**src/rtl/tsb_pkg.sv**
```systemverilog
package tsb_pkg;

  typedef enum logic [2:0] {
    ST_IDLE   = 3'd0,
    ST_CLOSE  = 3'd1,
    ST_LEAD   = 3'd2,
    ST_PULSE  = 3'd3,
    ST_TRAIL  = 3'd4,
    ST_SETTLE = 3'd5
  } tsb_state_e;

  function automatic int tsb_max3(input int a, input int b, input int c);
    int m;
    m = (a > b) ? a : b;
    return (m > c) ? m : c;
  endfunction

endpackage

```
**src/rtl/tsb_sync.sv**
```systemverilog
module tsb_sync #(
  parameter int W      = 1,
  parameter int STAGES = 2
) (
  input  logic         clk,
  input  logic         rst_n,
  input  logic [W-1:0] d_i,
  output logic [W-1:0] q_o
);

  logic [W-1:0] chain_q [STAGES];

  genvar g;
  generate
    for (g = 0; g < STAGES; g++) begin : g_stage
      if (g == 0) begin : g_first
        always_ff @(posedge clk or negedge rst_n) begin
          if (!rst_n) chain_q[g] <= '0;
          else        chain_q[g] <= d_i;
        end
      end else begin : g_next
        always_ff @(posedge clk or negedge rst_n) begin
          if (!rst_n) chain_q[g] <= '0;
          else        chain_q[g] <= chain_q[g-1];
        end
      end
    end
  endgenerate

  assign q_o = chain_q[STAGES-1];

endmodule

```
**src/rtl/tsb_seq.sv**
```systemverilog
module tsb_seq
  import tsb_pkg::*;
#(
  parameter int CLOSE_CYC  = 2,
  parameter int PULSE_CYC  = 1,
  parameter int SETTLE_CYC = 65
) (
  input  logic clk,
  input  logic rst_n,
  input  logic ext_shutter_s_i,
  input  logic trig_i,
  input  logic rst_en_i,
  output logic chip_shutter_o,
  output logic chip_t0_o,
  output logic chip_rst_o
);

  localparam int MAXD  = tsb_max3(CLOSE_CYC, PULSE_CYC, SETTLE_CYC);
  localparam int CNT_W = $clog2(MAXD + 1);

  tsb_state_e       state_q, state_d;
  logic [CNT_W-1:0] cnt_q, cnt_d;
  logic             rst_en_q, rst_en_d;
  logic             trig_prev_q;
  logic             trig_edge;
  logic             cnt_zero;
  logic             shutter_d, t0_d, crst_d;
  logic             shutter_q, t0_q, crst_q;

  assign trig_edge = trig_i & ~trig_prev_q;
  assign cnt_zero  = (cnt_q == '0);

  // next-state logic
  always_comb begin
    state_d  = state_q;
    cnt_d    = cnt_q;
    rst_en_d = rst_en_q;
    unique case (state_q)
      ST_IDLE: begin
        if (trig_edge) begin
          state_d  = ST_CLOSE;
          cnt_d    = CNT_W'(CLOSE_CYC - 1);
          rst_en_d = rst_en_i;
        end
      end
      ST_CLOSE: begin
        if (cnt_zero) begin
          state_d = ST_LEAD;
          cnt_d   = '0;
        end else begin
          cnt_d = cnt_q - 1'b1;
        end
      end
      ST_LEAD: begin
        state_d = ST_PULSE;
        cnt_d   = CNT_W'(PULSE_CYC - 1);
      end
      ST_PULSE: begin
        if (cnt_zero) begin
          state_d = ST_TRAIL;
          cnt_d   = '0;
        end else begin
          cnt_d = cnt_q - 1'b1;
        end
      end
      ST_TRAIL: begin
        state_d = ST_SETTLE;
        cnt_d   = CNT_W'(SETTLE_CYC - 1);
      end
      ST_SETTLE: begin
        if (cnt_zero) begin
          state_d = ST_IDLE;
          cnt_d   = '0;
        end else begin
          cnt_d = cnt_q - 1'b1;
        end
      end
      default: begin
        state_d = ST_IDLE;
        cnt_d   = '0;
      end
    endcase
  end

  // output decode of the next state, registered below
  always_comb begin
    shutter_d = 1'b0;
    t0_d      = 1'b0;
    crst_d    = 1'b0;
    unique case (state_d)
      ST_IDLE:   shutter_d = ext_shutter_s_i;
      ST_LEAD:   crst_d    = rst_en_d;
      ST_PULSE: begin
        t0_d   = 1'b1;
        crst_d = rst_en_d;
      end
      ST_TRAIL:  crst_d    = rst_en_d;
      default: begin
        shutter_d = 1'b0;
      end
    endcase
  end

  // register process
  always_ff @(posedge clk or negedge rst_n) begin
    if (!rst_n) begin
      state_q     <= ST_IDLE;
      cnt_q       <= '0;
      rst_en_q    <= 1'b0;
      trig_prev_q <= 1'b0;
      shutter_q   <= 1'b0;
      t0_q        <= 1'b0;
      crst_q      <= 1'b0;
    end else begin
      state_q     <= state_d;
      cnt_q       <= cnt_d;
      rst_en_q    <= rst_en_d;
      trig_prev_q <= trig_i;
      shutter_q   <= shutter_d;
      t0_q        <= t0_d;
      crst_q      <= crst_d;
    end
  end

  assign chip_shutter_o = shutter_q;
  assign chip_t0_o      = t0_q;
  assign chip_rst_o     = crst_q;

  // checking counters for the assertions
  localparam int SET_SAT = SETTLE_CYC + 1;
  localparam int SW      = $clog2(SET_SAT + 1);
  localparam int PW      = $clog2(PULSE_CYC + 2);

  logic [SW-1:0] since_t0_q;
  logic [PW-1:0] pulse_len_q;

  always_ff @(posedge clk or negedge rst_n) begin
    if (!rst_n) begin
      since_t0_q  <= SW'(SET_SAT);
      pulse_len_q <= '0;
    end else begin
      if (t0_q)                          since_t0_q <= '0;
      else if (since_t0_q != SW'(SET_SAT)) since_t0_q <= since_t0_q + 1'b1;
      if (!t0_q)                          pulse_len_q <= '0;
      else if (pulse_len_q != '1)         pulse_len_q <= pulse_len_q + 1'b1;
    end
  end

  // the pulse never coexists with an open shutter
  a_r4_t0_shutter_closed: assert property (@(posedge clk) disable iff (!rst_n)
    chip_t0_o |-> !chip_shutter_o);

  // pulse width is exactly the configured count
  a_r4_pulse_width: assert property (@(posedge clk) disable iff (!rst_n)
    $fell(chip_t0_o) |-> (pulse_len_q == PW'(PULSE_CYC)));

  // the shutter was already closed before the pulse rose
  a_r3_closed_before_t0: assert property (@(posedge clk) disable iff (!rst_n)
    $rose(chip_t0_o) |-> $past(!chip_shutter_o));

  // an enabled reset leads and trails the pulse
  a_r5_rst_leads: assert property (@(posedge clk) disable iff (!rst_n)
    ($rose(chip_t0_o) && chip_rst_o) |-> $past(chip_rst_o));
  a_r5_rst_trails: assert property (@(posedge clk) disable iff (!rst_n)
    ($fell(chip_t0_o) && $past(chip_rst_o)) |-> chip_rst_o);

  // shutter reopens only after the settle interval
  a_r6_settle: assert property (@(posedge clk) disable iff (!rst_n)
    $rose(chip_shutter_o) |-> (since_t0_q >= SW'(SET_SAT)));

  // a sequence can only be entered from idle
  a_r7_no_restart: assert property (@(posedge clk) disable iff (!rst_n)
    (state_q != ST_IDLE && state_q != ST_CLOSE) |=> (state_q != ST_CLOSE));

endmodule

```
**src/rtl/tsb_busy.sv**
```systemverilog
module tsb_busy #(
  parameter int N_PEERS = 3
) (
  input  logic               clk,
  input  logic               rst_n,
  input  logic               afull_i,
  input  logic               halt_i,
  input  logic [N_PEERS-1:0] peer_s_i,
  output logic               busy_o
);

  logic busy_d, busy_q;
  logic peer_any;

  assign peer_any = |peer_s_i;

  always_comb begin
    busy_d = afull_i | halt_i | peer_any;
  end

  always_ff @(posedge clk or negedge rst_n) begin
    if (!rst_n) busy_q <= 1'b0;
    else        busy_q <= busy_d;
  end

  assign busy_o = busy_q;

  a_r8_afull_busy: assert property (@(posedge clk) disable iff (!rst_n)
    afull_i |=> busy_o);

  a_r9_halt_busy: assert property (@(posedge clk) disable iff (!rst_n)
    halt_i |=> busy_o);

  a_r10_peer_busy: assert property (@(posedge clk) disable iff (!rst_n)
    peer_any |=> busy_o);

  a_r8_idle_release: assert property (@(posedge clk) disable iff (!rst_n)
    (!afull_i && !halt_i && !peer_any) |=> !busy_o);

endmodule

```
**src/rtl/tsync_busy_ctrl.sv**
```systemverilog
module tsync_busy_ctrl #(
  parameter int N_PEERS     = 3,
  parameter int SYNC_STAGES = 2,
  parameter int CLOSE_CYC   = 2,
  parameter int PULSE_CYC   = 1,
  parameter int SETTLE_CYC  = 65
) (
  input  logic               clk,
  input  logic               rst_n,
  input  logic               ext_shutter_i,
  input  logic               ext_t0_i,
  input  logic               sync_start_i,
  input  logic               chip_rst_en_i,
  input  logic               buf_afull_i,
  input  logic               halt_i,
  input  logic [N_PEERS-1:0] peer_busy_i,
  output logic               chip_shutter_o,
  output logic               chip_t0_o,
  output logic               chip_rst_o,
  output logic               busy_o
);

  localparam int XW = N_PEERS + 2;

  logic [1:0]         rst_chain_q;
  logic               rst_n_int;
  logic [XW-1:0]      ext_raw, ext_s;
  logic               ext_shutter_s, ext_t0_s;
  logic [N_PEERS-1:0] peer_s;
  logic               trig;

  // asynchronous assert, synchronous release
  always_ff @(posedge clk or negedge rst_n) begin
    if (!rst_n) rst_chain_q <= 2'b00;
    else        rst_chain_q <= {rst_chain_q[0], 1'b1};
  end
  assign rst_n_int = rst_chain_q[1];

  assign ext_raw = {peer_busy_i, ext_t0_i, ext_shutter_i};

  tsb_sync #(.W(XW), .STAGES(SYNC_STAGES)) u_sync (
    .clk   (clk),
    .rst_n (rst_n_int),
    .d_i   (ext_raw),
    .q_o   (ext_s)
  );

  assign ext_shutter_s = ext_s[0];
  assign ext_t0_s      = ext_s[1];
  assign peer_s        = ext_s[XW-1:2];
  assign trig          = sync_start_i | ext_t0_s;

  tsb_seq #(
    .CLOSE_CYC  (CLOSE_CYC),
    .PULSE_CYC  (PULSE_CYC),
    .SETTLE_CYC (SETTLE_CYC)
  ) u_seq (
    .clk             (clk),
    .rst_n           (rst_n_int),
    .ext_shutter_s_i (ext_shutter_s),
    .trig_i          (trig),
    .rst_en_i        (chip_rst_en_i),
    .chip_shutter_o  (chip_shutter_o),
    .chip_t0_o       (chip_t0_o),
    .chip_rst_o      (chip_rst_o)
  );

  tsb_busy #(.N_PEERS(N_PEERS)) u_busy (
    .clk      (clk),
    .rst_n    (rst_n_int),
    .afull_i  (buf_afull_i),
    .halt_i   (halt_i),
    .peer_s_i (peer_s),
    .busy_o   (busy_o)
  );

  // outputs quiet while the block is held in reset
  always_comb begin
    if (!rst_n_int) begin
      a_r11_reset_quiet: assert (!chip_shutter_o && !chip_t0_o && !chip_rst_o && !busy_o);
    end
  end

endmodule

```
**config.mk**
```make
export PLATFORM = sky130hd
export DESIGN_NAME = tsync_busy_ctrl
export DESIGN_NICKNAME = d
export VERILOG_FILES = /design/src/rtl/tsb_pkg.sv /design/src/rtl/tsb_sync.sv /design/src/rtl/tsb_seq.sv /design/src/rtl/tsb_busy.sv /design/src/rtl/tsync_busy_ctrl.sv
export SDC_FILE = /design/constraint.sdc
export NUM_CORES = 1
export LEC_CHECK = 0
export ABC_AREA = 1
export BUFFER_PORTS_ARGS = -buffer_cell sky130_fd_sc_hd__buf_2
export CORE_ASPECT_RATIO = 1.5
export CORE_MARGIN = 8
export CORE_UTILIZATION = 30
export DETAILED_ROUTE_END_ITERATION = 16
export GPL_ROUTABILITY_DRIVEN = 0
export PLACE_DENSITY_LB_ADDON = 0.3
export SLEW_MARGIN = 20
export SYNTH_ARGS = -nofsm -noshare
export SYNTH_HDL_FRONTEND = slang
export SYNTH_SLANG_ARGS = --single-unit
export TNS_END_PERCENT = 10
```
**constraint.sdc**
```tcl
create_clock -name clk -period 1.4 [get_ports clk]
set_clock_uncertainty 0.1 [all_clocks]
set_input_delay 0.21 -clock clk [delete_from_list [all_inputs] [get_ports clk]]
set_output_delay 0.21 -clock clk [all_outputs]
set_load 0.005 [all_outputs]
```
==> results.md <==
- Cells after Synth: 126
- Final Hold Vio Count: 0
- Core Footprint: 3889 um2
- Num CTS Buffers: 3
- Critical Path Source Type: register
- CTS max path bufs: 2
- Largest cells by area after synthesis: dfrtp_1, nand2_1, inv_1
- Final period utilization: 1.019
- Sw Ratio: 0.1846
- Switch Pwr: 0.2801 mW
- Mean Syn Cell Area: 9.454 um2
- PnR worst setup slack: -0.02600 ns
- Vias in the first global route: 922
- Internal: 1.237 mW
- Layout cells sized above 1: 0.2564
- Critical path class: register to register
- Power density over the cells: 1011 nW/um2
- Fill cell count: 382
- Register Area: 700.7 um2
- Die height: 93.17 um
- Max-cap viol count: 0
- Worst-path clk slew: 0.10 ns
- Seq cells post-synth: 28
- Setup violations, final: 2
- Final core occ: 0.3861
- Fmax: 0.7013 GHz
- Inserted Diodes: 0
- First-pass GRT wire length: 3.698 mm
- Layout Cells excl Fill: 201
- Syn_nets: 139
- Total negative slack: -0.05188 ns
- Wirelength per Cell: 10.66 um
- Worst Hold Class: input port to register
- Worst vdd ir: 0.8133 mV
- Comb power frac: 0.036
- Chip Width: 67.45 um
- Number of synthesis warnings: 0
- Pin count of the biggest net entering global routing: 17
- Port bufs: 14
- NumNets Final: 170
- Yosys cell types: 23
- Starting density of the core: 0.3063
- DRC: 0
- Post-layout min period: 1.426 ns
- Failing checks: setup timing
- Critical Path End Type: register
- Number of I/O pins: 15
- Via count: 873
- CTS Sinks: 28
- Area grow syn2layout: 26.05%
- Initial antenna violation count: 0
- Sequential area share after synthesis: 0.5882
- CP max FO: 3
- RSZ-0062 raised after global routing: yes
- Status: complete, but fails checks
- Area leader, netlist: dfrtp_1
- Initial DRC Count: 9
- P_leak: 0.7862 nW
- # H-tree levels: 1
- All-Layer GR Usage: 0.07494
- GR Overflow Total: 0
- Yosys top cell area share: 0.5882
- DIE AREA: 6284 um2
- CTS tree: yes
- Critical path arrival: 1.54 ns
- Root cell of the clock tree: clkbuf_8
- Post-Syn Area: 1191 um2
- Seq pwr share: 0.549
- DP HPWL: 1.662 mm
- Max-slew violations: 0
- Rows: 28
- Later-pin clock latency in the skew report: 0.27 ns
- Detailed Routing Iterations Pass 1: 4
- DP Worst Slack: -0.04670 ns
- CP required: 1.51 ns
- Total Routed Length: 2.143 mm
- Placed cell count: 191
- Clk pwr share: 0.415
- Vias per cell: 4.343
- ANT nets after route: 0
- Multi-input gate area: 415.4 um2
## worst paths after layout
| kind | from | endpoint | slack (ns) | depth (start not counted) |
|---|---|---|---|---|
| min reg2reg | rst_chain_q[1] | u_seq.rst_en_q | 0.09 | 1 |
| max reg2reg | u_seq.cnt_q[0] | u_seq.chip_rst_o | -0.03 | 10 |
| max | u_seq.cnt_q[0] | u_seq.chip_rst_o | -0.03 | 10 |
| max in group asynchronous | rst_chain_q[1] | u_seq.cnt_q[3] | 0.92 | 1 |
| min in group asynchronous | rst_chain_q[1] | u_seq.rst_en_q | 0.09 | 1 |
| min | buf_afull_i | u_busy.busy_o | 0.02 | 3 |
## sequential cells by signal (all words and copies together), names as in the netlist, 2 cells and up
register and count:
rst_chain_q 2, u_seq.cnt_q 7, u_seq.state_q 3, u_sync.q_o 5, u_sync.chain_q 5
## cells by family after synthesis
group / synth area share
other: 0.003148
buffers and inverters: 0.06932
AOI/OAI and AO/OA: 0.04622
adders and majority gates: 0.02101
DFF: 0.5882
and+or+nand+nor: 0.2573
xor gates and xnor gates: 0.01471
## stage by stage
step	power, mW	cell area [um2]	hold slack, ns
finish	1.517	1501	0.02160
global placement	0.8895	1363	-0.1042
floorplan	0.8658	1191	-0.1856
global route	1.571	1501	0.01823
CTS	1.538	1496	0.01841
detailed placement	0.8927	1363	-0.1034
## power by group through the flow
| stage | Combinational (mW) | Clock (mW) | Sequential [mW] |
|---|---|---|---|
| 5_1_grt | 0.0625 | 0.673 | 0.835 |
| 6_report | 0.0542 | 0.630 | 0.833 |
| 2_1_floorplan | 0.00834 | 0 | 0.857 |
| 3_3_place_gp | 0.0414 | 0 | 0.848 |
| 4_1_cts | 0.0559 | 0.648 | 0.834 |
| 3_5_place_dp | 0.0428 | 0 | 0.850 |
## layout by cell type, fill, tap and decap left out, types with 2 or more instances in the layout
cell	count
dfrtp_1	28
nand2_1	27
inv_1	18
buf_2	14
nor2_1	13
nand3_1	6
dlygate4sd3_1	6
buf_4	6
inv_2	3
nor2_4	3
nand2_2	3
nor2_2	3
nand4_1	3
o21ai_0	3
clkbuf_8	3
o21bai_1	2
xor2_1	2
## synth_stat cells
master     n
nor2_4     3
conb_1     1
nand3_1    6
nand2_4    1
nor3_1     1
o21ai_0    4
nand4_1    3
inv_1     20
a21oi_2    1
o21bai_1   2
o22ai_1    1
dfrtp_1   28
ha_1       2
xor2_1     2
nor2_2     2
nor2_1    14
clkinv_1   1
inv_2      1
nand2_2    2
nand2_1   28
nand3b_1   1
nand3_4    1
a21oi_1    1
## final cells by class
type                       count  area share
clock inverter                 1     0.02000
sequential                    28      0.4667
inverter                      22     0.05500
clock buffer                   3     0.02750
tap                           45     0.03750
timing repair buffer          26      0.1167
multi-input combinational     76      0.2767
## layer usage
layer  global-route usage  up-vias  wire length, um
li1                     -      441                -
met1              0.07086      420              793
met2               0.1441       10             1233
met3              0.02156        2               93
met4              0.02627        0               23
met5                    0        -                0
## critical path, cell delays in order (launching register included)
cell,delay (ns)
dfrtp_1,0.40
inv_2,0.06
ha_1,0.15
inv_2,0.04
nor2_4,0.12
inv_1,0.05
nor2_1,0.11
nand3_1,0.12
nand3b_1,0.11
nand2_1,0.06
inv_1,0.05
## timing repair
| action | 4_1_cts | 5_1_grt |
|---|---|---|
| setup buffers | 0 | 0 |
| resized for setup | 3 | 3 |
| hold endpoints to repair | 7 | 0 |
| hold buffers | 6 | 0 |
| endpoints found under the setup margin | 5 | 10 |
Power figures use the tool's default switching activity.
